[src/rtl/ldpc_cnu_pkg.sv]
package ldpc_cnu_pkg;
  // Default geometry of the check node processor
  localparam int CNU_DEG   = 6;
  localparam int CNU_MAG_W = 5;
  localparam int CNU_ACC_W = 8;
  localparam int CNU_IDX_W = 4;

  // Fold a 5-bit magnitude code into the compressed 4-bit table index:
  // unit steps below 1.0, pairs between 1.0 and 1.75, wider groups above.
  function automatic logic [CNU_IDX_W-1:0] psi_fold(input logic [CNU_MAG_W-1:0] m);
    logic [CNU_IDX_W-1:0] r;
    if (m < 5'd8)       r = m[3:0];
    else if (m < 5'd10) r = 4'd8;
    else if (m < 5'd12) r = 4'd9;
    else if (m < 5'd14) r = 4'd10;
    else if (m < 5'd20) r = 4'd11;
    else if (m < 5'd28) r = 4'd12;
    else                r = 4'd13;
    return r;
  endfunction
endpackage

[src/rtl/cnu_psi_lut.sv]
module cnu_psi_lut
  import ldpc_cnu_pkg::*;
#(
  parameter int MAG_W = CNU_MAG_W
) (
  input  logic [MAG_W-1:0] mag_i,
  output logic [MAG_W-1:0] psi_o
);
  logic [CNU_IDX_W-1:0] idx;

  always_comb begin
    idx = psi_fold(mag_i);
    unique case (idx)
      4'd0:    psi_o = MAG_W'(28);
      4'd1:    psi_o = MAG_W'(19);
      4'd2:    psi_o = MAG_W'(15);
      4'd3:    psi_o = MAG_W'(12);
      4'd4:    psi_o = MAG_W'(10);
      4'd5:    psi_o = MAG_W'(9);
      4'd6:    psi_o = MAG_W'(8);
      4'd7:    psi_o = MAG_W'(7);
      4'd8:    psi_o = MAG_W'(5);
      4'd9:    psi_o = MAG_W'(4);
      4'd10:   psi_o = MAG_W'(3);
      4'd11:   psi_o = MAG_W'(2);
      4'd12:   psi_o = MAG_W'(1);
      default: psi_o = MAG_W'(0);
    endcase
  end
endmodule

[src/rtl/cnu_extrinsic_sum.sv]
module cnu_extrinsic_sum #(
  parameter int DEG   = 6,
  parameter int MAG_W = 5,
  parameter int ACC_W = 8
) (
  input  logic [DEG*MAG_W-1:0] psi_i,
  output logic [DEG*MAG_W-1:0] sum_o
);
  localparam logic [ACC_W-1:0] SAT_MAX = ACC_W'((1 << MAG_W) - 1);

  logic [ACC_W-1:0] total;

  always_comb begin
    total = '0;
    for (int i = 0; i < DEG; i++)
      total = total + ACC_W'(psi_i[i*MAG_W +: MAG_W]);
  end

  for (genvar k = 0; k < DEG; k++) begin : g_edge
    logic [ACC_W-1:0] partial;
    always_comb begin
      partial = total - ACC_W'(psi_i[k*MAG_W +: MAG_W]);
      if (partial > SAT_MAX) sum_o[k*MAG_W +: MAG_W] = SAT_MAX[MAG_W-1:0];
      else                   sum_o[k*MAG_W +: MAG_W] = partial[MAG_W-1:0];
    end
  end
endmodule

[src/rtl/cnu_sign_net.sv]
module cnu_sign_net #(
  parameter int DEG = 6
) (
  input  logic [DEG-1:0] sign_i,
  output logic [DEG-1:0] sign_o
);
  logic parity;

  always_comb begin
    parity = ^sign_i;
    sign_o = sign_i ^ {DEG{parity}};
  end
endmodule

[src/rtl/ldpc_cnu.sv]
module ldpc_cnu
  import ldpc_cnu_pkg::*;
#(
  parameter int DEG   = CNU_DEG,
  parameter int MAG_W = CNU_MAG_W,
  parameter int ACC_W = CNU_ACC_W
) (
  input  logic                       clk,
  input  logic                       rst,
  input  logic                       in_valid,
  input  logic [DEG*(MAG_W+1)-1:0]   in_msg,
  output logic                       out_valid,
  output logic [DEG*(MAG_W+1)-1:0]   out_msg
);
  localparam int MSG_W = MAG_W + 1;

  logic [DEG-1:0]       in_sign;
  logic [DEG-1:0]       ext_sign;
  logic [DEG*MAG_W-1:0] psi_fwd;
  logic [DEG*MAG_W-1:0] ext_sum;
  logic [DEG*MAG_W-1:0] psi_back;
  logic [DEG*MSG_W-1:0] next_msg;

  for (genvar k = 0; k < DEG; k++) begin : g_lane
    assign in_sign[k] = in_msg[k*MSG_W + MAG_W];

    cnu_psi_lut #(.MAG_W(MAG_W)) u_fwd (
      .mag_i (in_msg[k*MSG_W +: MAG_W]),
      .psi_o (psi_fwd[k*MAG_W +: MAG_W])
    );

    cnu_psi_lut #(.MAG_W(MAG_W)) u_back (
      .mag_i (ext_sum[k*MAG_W +: MAG_W]),
      .psi_o (psi_back[k*MAG_W +: MAG_W])
    );

    assign next_msg[k*MSG_W +: MSG_W] = {ext_sign[k], psi_back[k*MAG_W +: MAG_W]};
  end

  cnu_extrinsic_sum #(.DEG(DEG), .MAG_W(MAG_W), .ACC_W(ACC_W)) u_sum (
    .psi_i (psi_fwd),
    .sum_o (ext_sum)
  );

  cnu_sign_net #(.DEG(DEG)) u_sign (
    .sign_i (in_sign),
    .sign_o (ext_sign)
  );

  always_ff @(posedge clk) begin
    if (rst) begin
      out_valid <= 1'b0;
      out_msg   <= '0;
    end else begin
      out_valid <= in_valid;
      if (in_valid) out_msg <= next_msg;
    end
  end
endmodule

[config.mk]
export PLATFORM = sky130hd
export DESIGN_NAME = ldpc_cnu
export DESIGN_NICKNAME = d
export VERILOG_FILES = /design/src/rtl/ldpc_cnu_pkg.sv /design/src/rtl/cnu_psi_lut.sv /design/src/rtl/cnu_extrinsic_sum.sv /design/src/rtl/cnu_sign_net.sv /design/src/rtl/ldpc_cnu.sv
export SDC_FILE = /design/constraint.sdc
export NUM_CORES = 1
export LEC_CHECK = 0
export ABC_AREA = 1
export BUFFER_PORTS_ARGS = -buffer_cell sky130_fd_sc_hd__clkbuf_2
export CAP_MARGIN = 10
export CORE_ASPECT_RATIO = 0.75
export CORE_MARGIN = 1.5
export CORE_UTILIZATION = 61
export CTS_CLUSTER_DIAMETER = 50
export DETAILED_ROUTE_END_ITERATION = 16
export GPL_ROUTABILITY_DRIVEN = 0
export GPL_TIMING_DRIVEN = 1
export PLACE_DENSITY = 0.84
export SLEW_MARGIN = 20
export SYNTH_ARGS = -nofsm -noshare
export SYNTH_HDL_FRONTEND = slang
export SYNTH_SLANG_ARGS = --single-unit
[constraint.sdc]
create_clock -name clk -period 10.67 [get_ports clk]
set_input_delay 1.6005 -clock clk [delete_from_list [all_inputs] [get_ports clk]]
set_output_delay 1.6005 -clock clk [all_outputs]
set_load 0.01 [all_outputs]
# [After elaboration in Yosys (flattened, before gate mapping)]
# Memories as Yosys holds them, arrays and structs flattened. A register that Yosys moved wholly into a read port is not among the register bits.
# Index checks and enable logic that the tools add are counted.
[word_totals] reg_bits=37 latchBits=0 ramBits=0 rom_bits=960 inputBits=39 out_inout_bits=37 elab_cells=183 mem_count=12
[classes] add_sub_neg=11 multipliers=0 div_mod_pow=0 magnitude_cmp=78 eq_ne=0 shifts=0 n_mux=78 bitwise=1 reduce_logical=1
[mem_list] name="(no name shown)" depth=16 word_bits=5 read_ports=1 rd_clocked_by_memory_dff=1 write_ports=0 line="cnu_psi_lut.sv:13" rtl="unique case (idx)"
[mem_list] name="(no name shown)" depth=16 word_bits=5 read_ports=1 rd_clocked_by_memory_dff=0 write_ports=0 line="cnu_psi_lut.sv:13"
[mem_list] name="(no name shown)" depth=16 word_bits=5 read_ports=1 rd_clocked_by_memory_dff=1 write_ports=0 line="cnu_psi_lut.sv:13"
[mem_list] name="(no name shown)" depth=16 word_bits=5 read_ports=1 rd_clocked_by_memory_dff=0 write_ports=0 line="cnu_psi_lut.sv:13"
[mem_list] name="(no name shown)" depth=16 word_bits=5 read_ports=1 rd_clocked_by_memory_dff=1 write_ports=0 line="cnu_psi_lut.sv:13"
[mem_list] name="(no name shown)" depth=16 word_bits=5 read_ports=1 rd_clocked_by_memory_dff=0 write_ports=0 line="cnu_psi_lut.sv:13"
[mem_list] name="6 more memories"
[op_table] operator="5-bit by 4-bit < comparator with 1-bit output, second input constant" count=48
[op_table] operator="4-bit 2-to-1 mux" count=60
[op_table] operator="5-bit < comparator, second input constant" count=24
[op_table] operator="8-bit by 5-bit > comparator with 1-bit output, second input constant" count=6
[op_table] operator="8-bit by 5-bit subtractor with 8-bit output" count=6
[op_table] operator="8-bit by 5-bit adder with 8-bit output" count=4
[op_table] operator="5-bit 2-to-1 mux" count=6
[op_table] operator="1-bit 2-to-1 mux" count=12
[op_table] operator="5-bit by 5-bit adder with 6-bit output" count=1
[op_table] operator="6-bit parity" count=1
[op_table] operator="6-bit bitwise XOR" count=1

# [Logic depth before layout (Yosys ltp)]
# An unclocked memory read counts as a cell.
[depth] word_depth=23 depth_mapped=47

# [By module]
# Synthesis repeated with hierarchy kept, for this count alone.
[unflattened] hier_cells=1221 area_unflattened_um2=7125.6
[by_module_without_submodules] module="cnu_extrinsic_sum" n_inst=1 cells_each=319 area_per_inst_um2=2298.5 seq_area_each_um2=0.0
[by_module_without_submodules] module="ldpc_cnu" n_inst=1 cells_each=231 area_per_inst_um2=1547.7 seq_area_each_um2=740.7
[by_module_without_submodules] module="cnu_psi_lut at g_lane[0].u_back ..." n_inst=6 cells_each=53 area_per_inst_um2=256.5 seq_area_each_um2=0.0
[by_module_without_submodules] module="cnu_psi_lut at g_lane[3].u_back ..." n_inst=3 cells_each=52 area_per_inst_um2=255.2 seq_area_each_um2=0.0
[by_module_without_submodules] module="cnu_psi_lut at g_lane[4].u_fwd ..." n_inst=3 cells_each=52 area_per_inst_um2=252.7 seq_area_each_um2=0.0
[by_module_without_submodules] module="cnu_sign_net" n_inst=1 cells_each=41 area_per_inst_um2=216.5 seq_area_each_um2=0.0

# [Least setup slack after synthesis]
# No wires, ideal clock.
[synth_timing] path_kind="input -> register" from="input port in_msg[4]" to="register out_msg[0]" setup_time_ns=0.056 arrival_ns=8.326 setup_slack_ns=2.288 stages=39 path_cell_list="nor2_1 a22o_1 nor2_1 inv_1 ha_1 or2_2 a21oi_1 inv_1 ha_1 nand3_1 and2_1 xor2_1 inv_1 fa_1 fa_1 inv_1 fa_1 inv_1 (+3 left out) and3_1 nor2_1 inv_1 nand4_1 nand2_2 nor2_8 nand2_2 nor2_4 nand2_1 o211ai_2 inv_1 ha_1 or2_1 nand2_1 nand2_1 nand3_1 nand2_1 inv_1"
[synth_via] elab_chain_len=23
[synth_lines] element="start, declared" line="ldpc_cnu.sv:11" rtl="input logic [DEG*(MAG_W+1)-1:0] in_msg,"
[synth_lines] element="5-bit < comparator" line="ldpc_cnu_pkg.sv:17" rtl="else if (m < 5'd28) r = 4'd12;"
[synth_lines] element="1-bit 2-to-1 mux" line="ldpc_cnu_pkg.sv:17"
[synth_lines] element="4-bit 2-to-1 mux" line="ldpc_cnu_pkg.sv:16" rtl="else if (m < 5'd20) r = 4'd11;"
[synth_lines] element="4-bit 2-to-1 mux" line="ldpc_cnu_pkg.sv:15" rtl="else if (m < 5'd14) r = 4'd10;"
[synth_lines] element="4-bit 2-to-1 mux" line="ldpc_cnu_pkg.sv:14" rtl="else if (m < 5'd12) r = 4'd9;"
[synth_lines] element="4-bit 2-to-1 mux" line="ldpc_cnu_pkg.sv:13" rtl="else if (m < 5'd10) r = 4'd8;"
[synth_lines] element="4-bit 2-to-1 mux (*)" line="ldpc_cnu_pkg.sv:12" rtl="if (m < 5'd8) r = m[3:0];"
[synth_lines] element="memory 16 x 5 bit (*)"
[synth_lines] element="(+7 left out)"
[synth_lines] element="5-bit 2-to-1 mux (*)" line="cnu_extrinsic_sum.sv:23" rtl="if (partial > SAT_MAX) sum_o[k*MAG_W +: MAG_W] = SAT_MAX[MAG_W-1:0];"
[synth_lines] element="5-bit < comparator" line="ldpc_cnu_pkg.sv:17"
[synth_lines] element="1-bit 2-to-1 mux" line="ldpc_cnu_pkg.sv:17"
[synth_lines] element="4-bit 2-to-1 mux" line="ldpc_cnu_pkg.sv:16"
[synth_lines] element="4-bit 2-to-1 mux" line="ldpc_cnu_pkg.sv:15"
[synth_lines] element="4-bit 2-to-1 mux" line="ldpc_cnu_pkg.sv:14"
[synth_lines] element="4-bit 2-to-1 mux" line="ldpc_cnu_pkg.sv:13"
[synth_lines] element="4-bit 2-to-1 mux (*)" line="ldpc_cnu_pkg.sv:12"
[synth_lines] element="end, declared" line="ldpc_cnu.sv:13" rtl="output logic [DEG*(MAG_W+1)-1:0] out_msg"
# Every way passes the cells marked *; elsewhere a longest branch is shown, timed or not.
# A chain may end at the register's enable or synchronous reset.

# [Worst setup path in the final report]
# Same ends and word-level chain as after synthesis.

==> run summary <==
The hold violation count in the final report is 0. The register bit total from synthesis is 37, and the pre-CTS worst setup slack is 1.199 ns. The complex-gate fraction of the synthesized area is 0.1189.

Based on the critical path, the design can be clocked at up to 108.0 MHz. The post-synthesis instance total is 1035. Dividing the detail-routed via count by the number of cells gives 5.173.

The tools report the post-synthesis sequential area ratio as 0.1160. The launch instance of the worst register-to-register path is out_msg[32]. At the worst endpoint, the required time is 10.90 ns. The first global-routing pass estimated 25480 um of wire.

The wire length after detailed routing is 14230 um, and the fraction of final layout cells sized beyond drive strength 1 is 0.1297. The number of global-route vias before repair is 6026. In this run the core area contains 32 standard-cell rows. Relative to the synthesized area, the layout overhead comes to 10.78%. Counting cells, the worst reg-to-reg path comes to 4. Sorting the synthesized cells by area gives the leading types as sky130_fd_sc_hd__nand2_1 17%, sky130_fd_sc_hd__ha_1 16%, sky130_fd_sc_hd__inv_1 12%, sky130_fd_sc_hd__dfxtp_1 12%, sky130_fd_sc_hd__fa_1 6.6%. The total of buffers placed on input and output ports was 75; the number of routed nets with antenna violations was 0.

Detailed placement finished with a half-perimeter wire length of 11910 um. TritonCTS built the clock tree. Counting instances, the worst hold path has a depth of 2. The share of the core filled with cells in the final layout was 0.6902; the share of flip-flops with an asynchronous set or reset after synthesis was 0. By instance count, the leading cell after synthesis is sky130_fd_sc_hd__nand2_1.

0 antenna diodes ended up in the layout. The leading register cell type out of synthesis was sky130_fd_sc_hd__dfxtp_1. Max-slew violation count: 0. The worst setup path is launched from a primary input. The die covers 11100 um2. After the last flow step, the layout net total stands at 1251.

In this run, synthesis inferred 0 flip-flops with an integrated enable. The path class of the tightest hold or removal check is register to register. The initial antenna violation count was 0; the post-CTS setup buffer count was 0.

The run gives 0.6230 as the starting density of the core. The logs give 5 for the number of optimization iterations in the first detailed-route pass and 6446 for the number of vias after detailed routing. After detailed routing, the average wire length per cell comes to 11.42 um.

The combinational family with the most area after synthesis was simple AND/OR/NAND/NOR gates. The share of Yosys cell area claimed by the top area cell type works out to 0.1669. sky130_fd_sc_hd__nand2_1 takes more of the synthesized area than any other cell. The critical path in this run is classified as primary input to register.

The slowest stage of the critical path is the sky130_fd_sc_hd__xor2_1 cell. At the later pin of the worst-skew pair, clock insertion delay measures 0.28 ns. Synthesis instantiated 49 different standard cells from the library. The adder-cell area share of the yosys netlist works out to 0.2265.

The tools report the hold-critical path endpoint as out_msg[4]. Global routing finished with a remaining overflow of 0. The nature of the critical path endpoint is a register. Once placement finished, the instance area stood at 6898 um2. The data arrival time of the worst path was 9.49 ns; the mean cell area of the mapped netlist was 6.170 um2. From left edge to right edge, the die measures 121.1 um. The mux share of post-synthesis cell area works out to 0.001567. In the synthesized netlist, the cells that appear most often are 284 x sky130_fd_sc_hd__nand2_1, 205 x sky130_fd_sc_hd__inv_1, 87 x sky130_fd_sc_hd__nor2_1. The total I/O pin count was 76; the clock skew was 0 ns. Worst slew slack as a fraction of its limit: 0.4327. The number of gates resized after CTS was 0. Total negative slack for setup checks: 0 ns. The most numerous cell type found on the critical path is sky130_fd_sc_hd__inv_1.

In this run the most critical hold path is launched from out_msg[4]. The post-synthesis simple-gate area fraction is 0.3687, and the number of design rule violations left after detail routing is 0. The flow ran to the end, and the final reports show no timing, DRC or antenna violations. Setup repair after global routing left no endpoint under its margin. The CTS clock-pin slew for the worst setup and hold paths works out to 0.06 ns.

The minimum setup slack among reg-to-reg paths came out at 9.93 ns. The overall track demand over capacity in global routing was 0.2741; the highest cell delay on the worst timing path was 0.58 ns. The pin count of the biggest net entering global routing was 37; the minimum period implied by the final worst setup slack was 9.261 ns. The die outline height was 91.61 um; the actual slew at the worst max-slew pin was 0.8403 ns.

The tools report the cell chosen for the clock root as sky130_fd_sc_hd__clkbuf_16. With fillers left out, the area of the finished cells amounts to 7074 um2. The first routing iteration left 357 violations. For this run, the number of Yosys warnings is 0. Across the run, the number of max-cap violations was 0. For this design, the sink count on the clock tree is 37. The synthesized netlist occupies a cell area of 6386 um2. The maximum fanout along the worst path was 6.

The xor/xnor share of the synthesized area is 0.03429, and the maximum number of buffers from clock root to sink is 2. The final clock period utilization by the worst path was 0.8679; the number of levels in the clock H-tree was 2. For the net count after synthesis, the log shows 1177. The total area inside the core boundary comes to 10250 um2. For this design, the CTS-stage hold fixing added 0 buffers.

In this run the critical register-to-register path is captured at out_msg[32]. The final setup violation count is 0. In the post-route analysis, the smallest setup slack over all paths is 1.409 ns. The run gives 5 as the TritonCTS buffer count.
## worst max path at each step
stage | start | to | slack [ns] | depth (start not counted)
after floorplan | in_msg[4] | out_msg[0] | 2.29 | 39
after global placement | in_msg[4] | out_msg[24] | 1.42 | 34
after detailed placement | in_msg[4] | out_msg[0] | 1.20 | 34
after CTS | in_msg[4] | out_msg[0] | 1.48 | 34
after global routing | in_msg[9] | out_msg[24] | 0.80 | 38
final | in_msg[4] | out_msg[0] | 1.41 | 35
## stage by stage
stage / hold slack (ns) / instances
after global placement: 0.4549 / 1238
after CTS: 0.4707 / 1246
final: 0.4677 / 1246
after floorplan: 0.4839 / 1035
after detailed placement: 0.4602 / 1238
after global routing: 0.4883 / 1246
## area by class of cell
cell class | instances | area, um2
inverters | 217 | 814.5
fillers | 938 | 3176
flip-flops and latches | 37 | 740.7
repair buffers | 76 | 382.9
clock buffers | 6 | 138.9
well taps | 136 | 170.2
multi-input cells | 772 | 4790
clock inverters | 2 | 37.54
## layer usage
| metal | up-vias | global-route usage | routed length [um] |
|---|---|---|---|
| met3 | 14 | 0.03856 | 554 |
| met5 | - | 0 | 0 |
| li1 | 3422 | - | - |
| met2 | 126 | 0.4768 | 6588 |
| met4 | 0 | 0.05294 | 123 |
| met1 | 2884 | 0.3636 | 6963 |
## worst max-delay path: cells and delay by family
family,cells,cell delay (ns)
xor+xnor,2,0.94
buf+inv,10,0.93
fa+ha+maj,9,3.76
simple gates,10,1.41
compound gates,4,0.83
## logic make-up after synthesis
logic type,Yosys count
flip-flops,37
buffers and inverters,226
adder cells (fa/ha/maj),103
AO/OA/AOI/OAI,127
AND/OR/NAND/NOR,516
XOR/XNOR,25
multiplexers,1
## sequential cells by signal, indices dropped and copies added, names as in the netlist
| name | cells |
|---|---|
| out_valid | 1 |
| out_msg | 36 |
## placed cells by master, fill, tap and decap left out, drive strengths merged, types with 4 or more instances in the layout
master / instances
a21oi: 62
a22o: 4
a22oi: 6
clkbuf: 81
dfxtp: 37
fa: 21
ha: 82
inv: 214
nand2: 299
nand3: 74
nand3b: 4
nand4: 22
nor2: 98
nor3: 6
o2111ai: 4
o21a: 4
o21ai: 29
o221ai: 4
or2: 11
xnor2: 7
xor2: 18
Power is not shown: default switching activity piles up to over one toggle a cycle in this logic, so the estimate is an artifact.
